`src/rtl/uwe_pkg.sv`:
```
package uwe_pkg;
  typedef enum logic [2:0] {ST_IDLE, ST_HDR, ST_DATA, ST_READ, ST_DONE} dec_st_e;
  typedef enum logic [1:0] {OP_ERASE_ONE, OP_WRITE_ONE, OP_ERASE_ALL, OP_WRITE_ALL} prog_op_e;
  localparam int WORD_W = 16;
endpackage

```
`src/rtl/uwe_sync.sv`:
```
module uwe_sync #(
  parameter int W = 3
) (
  input  logic         clk_i,
  input  logic         rst_ni,
  input  logic [W-1:0] d_i,
  output logic [W-1:0] q_o
);
  logic [W-1:0] s1_q, s2_q;
  for (genvar i = 0; i < W; i++) begin : g_bit
    always_ff @(posedge clk_i or negedge rst_ni) begin
      if (!rst_ni) begin
        s1_q[i] <= 1'b0;
        s2_q[i] <= 1'b0;
      end else begin
        s1_q[i] <= d_i[i];
        s2_q[i] <= s1_q[i];
      end
    end
  end
  assign q_o = s2_q;
endmodule

```
`src/rtl/uwe_decoder.sv`:
```
module uwe_decoder
  import uwe_pkg::*;
#(
  parameter int ADDR_W = 6
) (
  input  logic                clk_i,
  input  logic                rst_ni,
  input  logic                cs_i,
  input  logic                cs_rise_i,
  input  logic                sk_rise_i,
  input  logic                di_i,
  input  logic                org16_i,
  input  logic                busy_i,
  input  logic [WORD_W-1:0]   rd_data_i,
  output logic [ADDR_W:0]     rd_addr_o,
  output logic                wr_en_o,
  output logic                pend_o,
  output prog_op_e            pend_op_o,
  output logic [ADDR_W:0]     pend_addr_o,
  output logic [WORD_W-1:0]   pend_data_o,
  output dec_st_e             st_o,
  output logic                do_o,
  output logic                do_oe_o
);
  localparam int BA_W  = ADDR_W + 1;
  localparam int HDR_W = BA_W + 2;

  dec_st_e           st_q;
  logic [HDR_W-2:0]  hdr_q;
  logic [4:0]        cnt_q;
  logic [3:0]        bidx_q;
  logic [BA_W-1:0]   rd_addr_q, addr_q;
  logic [WORD_W-1:0] data_q;
  logic              wr_en_q, pend_q, oe_q, do_q, stat_q;
  prog_op_e          op_q;

  logic [HDR_W-1:0]  full;
  logic [1:0]        opc, qual;
  logic [BA_W-1:0]   baddr;
  logic              hdr_last, data_last, word_last;
  logic [3:0]        dmax;

  assign full      = {hdr_q, di_i};
  assign opc       = org16_i ? full[HDR_W-2 -: 2] : full[HDR_W-1 -: 2];
  assign qual      = org16_i ? full[ADDR_W-1 -: 2] : full[BA_W-1 -: 2];
  assign baddr     = org16_i ? {1'b0, full[ADDR_W-1:0]} : full[BA_W-1:0];
  assign dmax      = org16_i ? 4'd15 : 4'd7;
  assign hdr_last  = cnt_q == (org16_i ? 5'(HDR_W-2) : 5'(HDR_W-1));
  assign data_last = cnt_q[3:0] == dmax;
  assign word_last = bidx_q == dmax;

  always_ff @(posedge clk_i or negedge rst_ni) begin
    if (!rst_ni) begin
      st_q <= ST_IDLE; hdr_q <= '0; cnt_q <= '0; bidx_q <= '0;
      rd_addr_q <= '0; addr_q <= '0; data_q <= '0; op_q <= OP_ERASE_ONE;
      wr_en_q <= 1'b0; pend_q <= 1'b0; oe_q <= 1'b0; do_q <= 1'b0; stat_q <= 1'b0;
    end else if (!cs_i) begin
      st_q <= ST_IDLE; pend_q <= 1'b0; oe_q <= 1'b0; stat_q <= 1'b0; cnt_q <= '0;
    end else begin
      if (cs_rise_i && busy_i) stat_q <= 1'b1;
      if (sk_rise_i) begin
        unique case (st_q)
          ST_IDLE: if (di_i && !busy_i) begin
            st_q <= ST_HDR; cnt_q <= '0; stat_q <= 1'b0;
          end
          ST_HDR: begin
            hdr_q <= full[HDR_W-2:0];
            cnt_q <= cnt_q + 5'd1;
            if (hdr_last) begin
              addr_q <= baddr;
              cnt_q  <= '0;
              unique case (opc)
                2'b10: begin
                  st_q <= ST_READ; rd_addr_q <= baddr; bidx_q <= '0;
                  oe_q <= 1'b1; do_q <= 1'b0;
                end
                2'b01: begin st_q <= ST_DATA; op_q <= OP_WRITE_ONE; end
                2'b11: begin st_q <= ST_DONE; op_q <= OP_ERASE_ONE; pend_q <= 1'b1; end
                default: begin
                  st_q <= ST_DONE;
                  unique case (qual)
                    2'b11: wr_en_q <= 1'b1;
                    2'b00: wr_en_q <= 1'b0;
                    2'b10: begin op_q <= OP_ERASE_ALL; pend_q <= 1'b1; end
                    default: begin op_q <= OP_WRITE_ALL; st_q <= ST_DATA; end
                  endcase
                end
              endcase
            end
          end
          ST_DATA: begin
            data_q <= {data_q[WORD_W-2:0], di_i};
            cnt_q  <= cnt_q + 5'd1;
            if (data_last) begin pend_q <= 1'b1; st_q <= ST_DONE; end
          end
          ST_READ: begin
            do_q <= rd_data_i[dmax - bidx_q];
            if (word_last) begin
              bidx_q    <= '0;
              rd_addr_q <= org16_i ? {1'b0, rd_addr_q[ADDR_W-1:0] + 1'b1} : rd_addr_q + 1'b1;
            end else begin
              bidx_q <= bidx_q + 4'd1;
            end
          end
          default: ;
        endcase
      end
    end
  end

  assign rd_addr_o   = rd_addr_q;
  assign wr_en_o     = wr_en_q;
  assign pend_o      = pend_q;
  assign pend_op_o   = op_q;
  assign pend_addr_o = addr_q;
  assign pend_data_o = data_q;
  assign st_o        = st_q;
  assign do_oe_o     = oe_q | stat_q;
  assign do_o        = stat_q ? !busy_i : do_q;
endmodule

```
`src/rtl/uwe_prog_engine.sv`:
```
module uwe_prog_engine
  import uwe_pkg::*;
#(
  parameter int ADDR_W    = 6,
  parameter int BUSY_WORD = 300,
  parameter int BUSY_ERAL = 600,
  parameter int BUSY_WRAL = 900
) (
  input  logic              clk_i,
  input  logic              rst_ni,
  input  logic              start_i,
  input  prog_op_e          op_i,
  input  logic [ADDR_W:0]   addr_i,
  input  logic [WORD_W-1:0] data_i,
  input  logic              org16_i,
  input  logic [ADDR_W:0]   rd_addr_i,
  output logic [WORD_W-1:0] rd_data_o,
  output logic              busy_o
);
  localparam int DEPTH = 1 << ADDR_W;
  localparam int BA_W  = ADDR_W + 1;
  localparam int MAXA  = BUSY_ERAL > BUSY_WORD ? BUSY_ERAL : BUSY_WORD;
  localparam int MAXB  = BUSY_WRAL > MAXA ? BUSY_WRAL : MAXA;
  localparam int TW    = $clog2(MAXB + 1);

  logic [WORD_W-1:0] mem_q [DEPTH];
  logic [TW-1:0]     cnt_q;
  logic              busy_q, org_q;
  prog_op_e          op_q;
  logic [BA_W-1:0]   addr_q;
  logic [WORD_W-1:0] data_q;
  logic [ADDR_W-1:0] widx, ridx;
  logic [WORD_W-1:0] rword;

  assign widx = org_q ? addr_q[ADDR_W-1:0] : addr_q[BA_W-1:1];

  always_ff @(posedge clk_i or negedge rst_ni) begin
    if (!rst_ni) begin
      for (int i = 0; i < DEPTH; i++) mem_q[i] <= '1;
      cnt_q <= '0; busy_q <= 1'b0; org_q <= 1'b1;
      op_q <= OP_ERASE_ONE; addr_q <= '0; data_q <= '0;
    end else if (busy_q) begin
      if (cnt_q == '0) begin
        busy_q <= 1'b0;
        for (int i = 0; i < DEPTH; i++) begin
          unique case (op_q)
            OP_ERASE_ALL: mem_q[i] <= '1;
            OP_WRITE_ALL: mem_q[i] <= org_q ? data_q : {data_q[7:0], data_q[7:0]};
            default: if (ADDR_W'(i) == widx) begin
              if (org_q) mem_q[i] <= (op_q == OP_ERASE_ONE) ? '1 : data_q;
              else if (addr_q[0]) mem_q[i][15:8] <= (op_q == OP_ERASE_ONE) ? 8'hff : data_q[7:0];
              else mem_q[i][7:0] <= (op_q == OP_ERASE_ONE) ? 8'hff : data_q[7:0];
            end
          endcase
        end
      end else begin
        cnt_q <= cnt_q - 1'b1;
      end
    end else if (start_i) begin
      busy_q <= 1'b1; op_q <= op_i; addr_q <= addr_i; data_q <= data_i; org_q <= org16_i;
      unique case (op_i)
        OP_ERASE_ALL: cnt_q <= TW'(BUSY_ERAL - 1);
        OP_WRITE_ALL: cnt_q <= TW'(BUSY_WRAL - 1);
        default:      cnt_q <= TW'(BUSY_WORD - 1);
      endcase
    end
  end

  assign ridx      = org16_i ? rd_addr_i[ADDR_W-1:0] : rd_addr_i[BA_W-1:1];
  assign rword     = mem_q[ridx];
  assign rd_data_o = org16_i ? rword : (rd_addr_i[0] ? {8'h00, rword[15:8]} : {8'h00, rword[7:0]});
  assign busy_o    = busy_q;
endmodule

```
`src/rtl/uwire_eeprom_slave.sv`:
```
module uwire_eeprom_slave
  import uwe_pkg::*;
#(
  parameter int ADDR_W    = 6,
  parameter int BUSY_WORD = 300,
  parameter int BUSY_ERAL = 600,
  parameter int BUSY_WRAL = 900
) (
  input  logic clk_i,
  input  logic rst_ni,
  input  logic cs_i,
  input  logic sk_i,
  input  logic di_i,
  input  logic org16_i,
  output logic do_o,
  output logic do_oe_o
);
  logic [2:0]        sync_q;
  logic              cs_s, sk_s, di_s, cs_q, sk_q;
  logic              cs_fall, cs_rise, sk_rise;
  logic              busy, wr_en, pend;
  prog_op_e          pend_op;
  logic [ADDR_W:0]   pend_addr, rd_addr;
  logic [WORD_W-1:0] pend_data, rd_data;
  dec_st_e           dec_st;

  uwe_sync #(.W(3)) u_sync (
    .clk_i(clk_i), .rst_ni(rst_ni), .d_i({cs_i, sk_i, di_i}), .q_o(sync_q)
  );
  assign {cs_s, sk_s, di_s} = sync_q;

  always_ff @(posedge clk_i or negedge rst_ni) begin
    if (!rst_ni) begin
      cs_q <= 1'b0; sk_q <= 1'b0;
    end else begin
      cs_q <= cs_s; sk_q <= sk_s;
    end
  end
  assign sk_rise = sk_s & ~sk_q;
  assign cs_rise = cs_s & ~cs_q;
  assign cs_fall = cs_q & ~cs_s;

  uwe_decoder #(.ADDR_W(ADDR_W)) u_dec (
    .clk_i(clk_i), .rst_ni(rst_ni), .cs_i(cs_s), .cs_rise_i(cs_rise),
    .sk_rise_i(sk_rise), .di_i(di_s), .org16_i(org16_i), .busy_i(busy),
    .rd_data_i(rd_data), .rd_addr_o(rd_addr), .wr_en_o(wr_en), .pend_o(pend),
    .pend_op_o(pend_op), .pend_addr_o(pend_addr), .pend_data_o(pend_data),
    .st_o(dec_st), .do_o(do_o), .do_oe_o(do_oe_o)
  );

  uwe_prog_engine #(
    .ADDR_W(ADDR_W), .BUSY_WORD(BUSY_WORD), .BUSY_ERAL(BUSY_ERAL), .BUSY_WRAL(BUSY_WRAL)
  ) u_eng (
    .clk_i(clk_i), .rst_ni(rst_ni), .start_i(cs_fall & pend & wr_en),
    .op_i(pend_op), .addr_i(pend_addr), .data_i(pend_data), .org16_i(org16_i),
    .rd_addr_i(rd_addr), .rd_data_o(rd_data), .busy_o(busy)
  );
endmodule

```
`config.mk`:
```
export PLATFORM = sky130hd
export DESIGN_NAME = uwire_eeprom_slave
export DESIGN_NICKNAME = d
export VERILOG_FILES = /design/src/rtl/uwe_pkg.sv /design/src/rtl/uwe_sync.sv /design/src/rtl/uwe_decoder.sv /design/src/rtl/uwe_prog_engine.sv /design/src/rtl/uwire_eeprom_slave.sv
export SDC_FILE = /design/constraint.sdc
export NUM_CORES = 2
export LEC_CHECK = 0
export BUFFER_PORTS_ARGS = -buffer_cell sky130_fd_sc_hd__buf_2
export CAP_MARGIN = 20
export CORE_ASPECT_RATIO = 0.6
export CORE_MARGIN = 5
export CORE_UTILIZATION = 40
export CTS_CLUSTER_SIZE = 10
export DETAILED_ROUTE_END_ITERATION = 12
export MAX_ROUTING_LAYER = met4
export PLACE_DENSITY = 0.53
export SETUP_SLACK_MARGIN = 0.4
export SLEW_MARGIN = 20
export SYNTH_ARGS = -nofsm -noshare
export SYNTH_HDL_FRONTEND = slang
export SYNTH_HIERARCHICAL = 1
export SYNTH_SLANG_ARGS = --single-unit
export TNS_END_PERCENT = 1
```
`constraint.sdc`:
```
create_clock -name clk_i -period 4.5 [get_ports clk_i]
set_input_delay 0.9 -clock clk_i [delete_from_list [all_inputs] [get_ports clk_i]]
set_output_delay 0.9 -clock clk_i [all_outputs]
set_load 0.005 [all_outputs]
```
After elaboration in Yosys (flattened, before gate mapping)
Index checks and enable logic that the tools add are counted.

word-level totals
  flip-flop bits (word level) = 1126
  bits in latches = 0
  bits in writable memories = 0
  bits in read-only memories = 0
  input port bits = 6
  logic and storage cells = 693
  memories kept = 0

operators by class
  $add $sub $neg = 6
  multiply operators = 0
  divide/modulo/power cells = 0
  order comparisons = 2
  equal/unequal tests = 95
  shift operators = 0
  multiplexer cells = 201
  bitwise operators = 13
  reduce and logical (&&, ||, !) cells = 221

operators by type and width
  cell                                                             count
  16-bit case mux with 2 select lines                              64
  16-bit two-way mux                                               70
  4-bit AND reduction                                              130
  6-bit == test (first input constant)                             32
  3-bit nonzero test                                               64
  16-bit binary-select mux with 6-bit select                       1
  5-bit by 6-bit == test with 1-bit output (first input constant)  16
  4-bit by 6-bit == test with 1-bit output (first input constant)  8
  7-bit two-way mux                                                5
  8-bit two-way mux                                                4
  10-bit two-way mux                                               3
  3-bit by 6-bit == test with 1-bit output (first input constant)  4
  6-bit AND reduction                                              4
  1-bit two-way mux                                                22
  4-bit two-way mux                                                5
  5-bit two-way mux                                                4
  10-bit case mux with 2 select lines                              1
  3-bit two-way mux                                                6
  3-bit case mux with 3 select lines                               2
  2-bit == test (second input constant)                            8
  5-bit case mux with 3 select lines                               1
  7-bit case mux with 2 select lines                               1
  2-bit by 6-bit == test with 1-bit output (first input constant)  2
  6-bit two-way mux                                                2
  45 further kinds                                                 79

Depth between registers and ports, before layout
  depth after elaboration = 10
  depth in mapped cells = 17

By module
The synthesis kept the hierarchy.

modules (own cells, without submodules)
  module              instances  cells an instance  area an instance (um^2)
  uwe_prog_engine     1          6009               56097.6
  uwe_decoder         1          266                3044.2
  uwe_sync            1          6                  150.1
  uwire_eeprom_slave  1          5                  72.6

Worst setup path before layout
OpenSTA, ideal clock, no wires.

  path type = input to register
  from = in org16_i
  to = reg u_dec.do_q
  arrival time = 4.006 ns
  setup slack = 0.373 ns
  stages on the path = 13
  buffers on the path = 3
  cell sequence = buf_6 > or3b_1 > buf_2 > and2_4 > buf_6 > o22ai_2 > nor3_1 > or3_1 > or4_1 > and3_1 > mux4_1 > mux4_2 > a22o_1

on the way
  elaborated cells between the ends (all ways) = 19
  those cells by class = 1 x add/sub; 4 x eq/ne; 12 x mux; 1 x bitwise; 1 x reduce/logical

RTL lines
  item                                                    line                      text
  from (decl)                                             uwire_eeprom_slave.sv:14  input logic org16_i,
  6-bit two-way mux                                       uwe_prog_engine.sv:69     assign ridx = org16_i ? rd_addr_i[ADDR_W-1:0] : rd_addr_i[BA_W-1:1];
  6-bit NOT with 7-bit output (not written as such)       uwe_prog_engine.sv:70     assign rword = mem_q[ridx];
  16-bit binary-select mux with 6-bit select              uwe_prog_engine.sv:70
  16-bit two-way mux (not written as such) (2 in series)  uwe_prog_engine.sv:70
  16-bit two-way mux (*)                                  uwe_prog_engine.sv:71     assign rd_data_o = org16_i ? rword : (rd_addr_i[0] ? {8'h00, rword[15:8]} : {8'h00, rword[7:0]});
  via rd_data[12]                                         uwire_eeprom_slave.sv:24  logic [WORD_W-1:0] pend_data, rd_data;
  1-bit binary-select mux with 4-bit select (*)           uwe_decoder.sv:97         do_q <= rd_data_i[dmax - bidx_q];
  1-bit two-way mux (not written as such) (*)             uwe_decoder.sv:97
  1-bit case mux with 2 select lines (*)                  uwe_decoder.sv:62         unique case (st_q)
  to (signal assigned)                                    uwe_decoder.sv:97
  to (decl)                                               uwe_decoder.sv:34         logic wr_en_q, pend_q, oe_q, do_q, stat_q;

The timed path passes the listed nets; every way through them passes the cells marked *. The select of a mux whose other input is x is not followed.
A chain may end at the register's enable or synchronous reset.

Worst setup path in the final report
  from = reg u_dec.rd_addr_q[0], in the netlist u_dec/rd_addr_o[0]
  to = reg u_dec.do_q

on the way
  word-level cells in the longest chain between the ends = 10

ends and longest elaborated chain
  item                                                    line                      text
  from (decl)                                             uwe_decoder.sv:32         logic [BA_W-1:0] rd_addr_q, addr_q;
  from (signal assigned)                                  uwe_decoder.sv:100        rd_addr_q <= org16_i ? {1'b0, rd_addr_q[ADDR_W-1:0] + 1'b1} : rd_addr_q + 1'b1;
  6-bit two-way mux                                       uwe_prog_engine.sv:69
  6-bit NOT with 7-bit output (not written as such)       uwe_prog_engine.sv:70
  16-bit binary-select mux with 6-bit select              uwe_prog_engine.sv:70
  16-bit two-way mux (not written as such) (2 in series)  uwe_prog_engine.sv:70
  8-bit two-way mux                                       uwe_prog_engine.sv:71
  16-bit two-way mux (*)                                  uwe_prog_engine.sv:71
  via rd_data[0]                                          uwire_eeprom_slave.sv:24
  1-bit binary-select mux with 4-bit select (*)           uwe_decoder.sv:97
  1-bit two-way mux (not written as such) (*)             uwe_decoder.sv:97
  1-bit case mux with 2 select lines (*)                  uwe_decoder.sv:62

Marked as above.

==> reports/qor.yml <==
outcome:
  status: "finished clean"
sta:
  skew_ns: 0.0382
  relSlewSlack_pct: 16.4
  slew_violations: 0
  whs_ns: 0.244
  period_share_pct: 96.0
  finalHoldViolations: 0
  setup_viol: 0
  rsz0062_at_grt: "yes"
  worst_pin_slew_ns: 1.25
  max_freq_ghz: 0.232
  period_needed_ns: 4.32
clocking:
  cts_tree: "built"
  insertion_delay_ns: 0.76
  htreeDepth: 4
  cts_sinks: 1126
  clockRootBuffer: "clkbuf_16"
  cts_buffer_depth: 3
  cts_buffers: 133
  clkTransAtPathRegs_ns: 0.06
detailed_routing:
  drtPass1Iterations: 6
  drtIter0Drc: 6488
  drt-vias-per-instance: 6.08
  routedWlPerCell_um: 29.6
  drc: 0
  vias: 52200
  wl_mm: 255
  final_antenna_net_count: 0
floorplanning:
  core_mm2: 0.147
  pin_count: 8
  fp.dieH_um: 308
  num_rows: 109
  die-width_um: 507
  dieArea_mm2: 0.156
  initial_core_util_pct: 40.3
synth:
  synthCells: 6286
  synth_seq_cells: 1126
  synth_nets: 6304
  synthFlopType: "dfstp_2"
  synth_seq_area_share_pct: 49.6
  synth_area_leaders: "dfstp_2 (45%), o21ai_0 (9.6%), nand2_1 (7.6%)"
  yosysTopAreaCell: "dfstp_2"
  syn-mean-instance-area_um2: 9.44
  synth_cell_types: 95
  yosys.area.top_type_share_pct: 45.4
  syn_area_mm2: 0.0594
  async_flop_share_pct: 100
  ys_warn_count: 6
  synth-edff-count: 0
power:
  p_int_uw: 16000
  power_leakage_uw: 0.0258
  pwr-share-comb_pct: 3.1
  p_sw_share_pct: 23.4
  power_density_mw_per_mm2: 298
  power_frac_seq_pct: 48.9
  pwr-share-clk_pct: 48.0
  p_total_uw: 20900
  switchingPower_uw: 4870
  peakVddDrop_v: 0.000316
global_route:
  track_usage_pct: 32.9
  antenna_found_initial: 13
  grt_remaining_overflow: 0
  grt_pass1_vias: 48600
  grt_first_pass_wirelength_mm: 366
  grt_start_max_net_pins: 105
finish:
  seq_area_mm2: 0.0295
  finalCoreUtilization_pct: 47.5
  area_delta_synth_final_pct: 18.0
  nets: 6556
  multi_input_area_mm2: 0.0279
  fill_cells: 14000
  drive_above_1_share_pct: 34.6
setup_path:
  path_class: "register to register"
  worstSetupEndpointType: "register"
  cp_slowest_cell: "dfrtp_4"
  worst_ep_required_time_ns: 5.12
  critPathMaxStageDelay_ns: 0.58
  crit_chain: "buf_12 -> buf_12 -> buf_4 -> mux2_2 -> o221ai_1 -> o21ai_0 -> o211ai_1 -> nand4_1 -> o211a_1 -> mux4_2 -> mux4_2 -> a22o_1"
  startpoint_type: "register"
  cp.arrival_ns: 4.94
  cp_max_fo: 12
hold_path:
  hp-class: "input port to register"
job:
  maxCapViolations: 0
placed_design:
  place.port_buffers: 7
  gp_congestion: 1.01
  hpwlAfterDp_mm: 182
-- synthesized netlist by cell type (all sizes together) (11+ instances only) --
cell type,number
o31ai,11
a211oi,61
o21bai,25
a31oi,18
nor2b,36
a2bb2oi,19
o2111ai,14
nand4,14
dfrtp,101
a21oi,271
a221oi,14
nand2b,14
and2,18
nand3,19
nor2,297
nor3b,12
o221ai,149
o221a,14
nor4,21
a211o,12
or3,13
mux4,21
ha,12
dfstp,1025
nor3,52
o22ai,184
nand2,1245
a22oi,25
o21ai,1184
mux2,225
clkbuf,273
mux2i,361
buf,277
o211ai,27
a21o,41
inv,21
-- layout make-up --
type	instances	area share, %
diodes	9	0.0321
clock buffers	174	5.15
clock inverters	10	0.229
inverters	23	0.136
multi-input cells	4588	39.8
flip-flops and latches	1126	42.1
well taps	1998	3.57
repair buffers	666	9.06
-- registers in the layout (all words and copies together), names as in the netlist, 2 cells and up --
| name | cells |
|---|---|
| u_eng/data_q | 16 |
| u_eng/cnt_q | 10 |
| u_dec/rd_addr_o | 7 |
| u_dec/st_o | 3 |
| u_eng/addr_q | 7 |
| u_dec/pend_addr_o | 7 |
| u_dec/cnt_q | 5 |
| u_dec/hdr_q | 8 |
| u_sync/s1_q | 3 |
| u_eng/mem_q | 1024 |
| u_eng/op_q | 2 |
| u_dec/bidx_q | 4 |
| u_dec/pend_op_o | 2 |
| u_dec/pend_data_o | 16 |
| u_sync/q_o | 3 |
-- placed cells by master, fill, tap and decap left out, types with 17 or more instances in the layout --
master	count
dfstp_2	1025
o221ai_1	135
nand3_1	17
o22ai_1	176
o211ai_1	26
a211oi_1	60
o21ai_1	48
inv_1	20
dfrtp_1	96
nor2_1	294
buf_4	548
buf_12	92
o21ai_0	1128
nor3_1	45
mux4_2	21
nand2_2	41
nand2_1	1204
clkbuf_16	138
a21oi_1	264
mux2_2	223
a22oi_1	23
o21bai_1	25
clkbuf_1	33
nor2b_1	25
a2bb2oi_1	19
a21o_1	41
mux2i_1	358
-- power by group through the flow --
stage	Clock (uW)	Sequential (uW)	Combinational, uW
floorplan	0	10300	181
global placement	0	10300	619
detailed placement	0	10300	622
CTS	10200	10200	628
global route	10600	10200	693
finish	10000	10200	639
-- critical path: cells and delay by family, from the launching register on --
kind / cells / cell delay, ns
compound gates: 5 / 1.38
buf+inv: 3 / 0.57
flops: 1 / 0.58
mux: 3 / 1.28
simple gates: 1 / 0.34
-- routing by layer --
layer,vias up,routed length (um),GRT usage (%)
li1,23000,-,-
met4,0,5300,7.66
met1,26200,120000,49.8
met3,324,34600,12.4
met2,2695,94900,40.4
met5,-,0,-
-- what timing repair did --
| action | 4_1_cts | 5_1_grt |
|---|---|---|
| pin swaps | 12 | 20 |
| gates resized for setup | 70 | 63 |
| setup endpoints to repair | 1 | 1 |
| gates cloned | 3 | 1 |
| setup buffers | 20 | 12 |
| hold buffers | 0 | 0 |
-- per-stage QoR --
stage / instances / instance area [um2] / worst slack, ns / setup TNS [ns]
final: 8594 / 70100 / 0.182 / 0
after CTS: 8572 / 69600 / 0.209 / 0
after global placement: 8365 / 65300 / -0.517 / -0.517
after global routing: 8592 / 70100 / 0.151 / 0
after floorplan: 6286 / 59400 / 0.410 / 0
after detailed placement: 8365 / 65300 / -0.567 / -0.567
-- final timing paths --
check	from	end	cells after the start	slack, ns
max	u_dec/rd_addr_o[0]	u_dec/do_q	12	0.18
max reg2reg	u_dec/rd_addr_o[0]	u_dec/do_q	12	0.18
min	sk_i	u_sync/s1_q[1]	1	0.24
max in group asynchronous	rst_ni	u_eng/mem_q[653]	2	3.05
min reg2reg	u_sync/s1_q[1]	u_sync/q_o[1]	0	0.35
min in group asynchronous	rst_ni	u_dec/do_q	1	0.37
-- cell families after synthesis --
kind of cell / Yosys count / share of synthesized area, %
AO/OA/AOI/OAI: 2159 / 21.5
AND/OR/NAND/NOR: 1800 / 12.8
flip-flops: 1126 / 49.6
multiplexers: 607 / 11.2
buffers and inverters: 573 / 4.55
adder cells (fa/ha/maj): 12 / 0.253
XOR/XNOR: 9 / 0.133
Note: power is estimated with default switching activity, not from simulation.
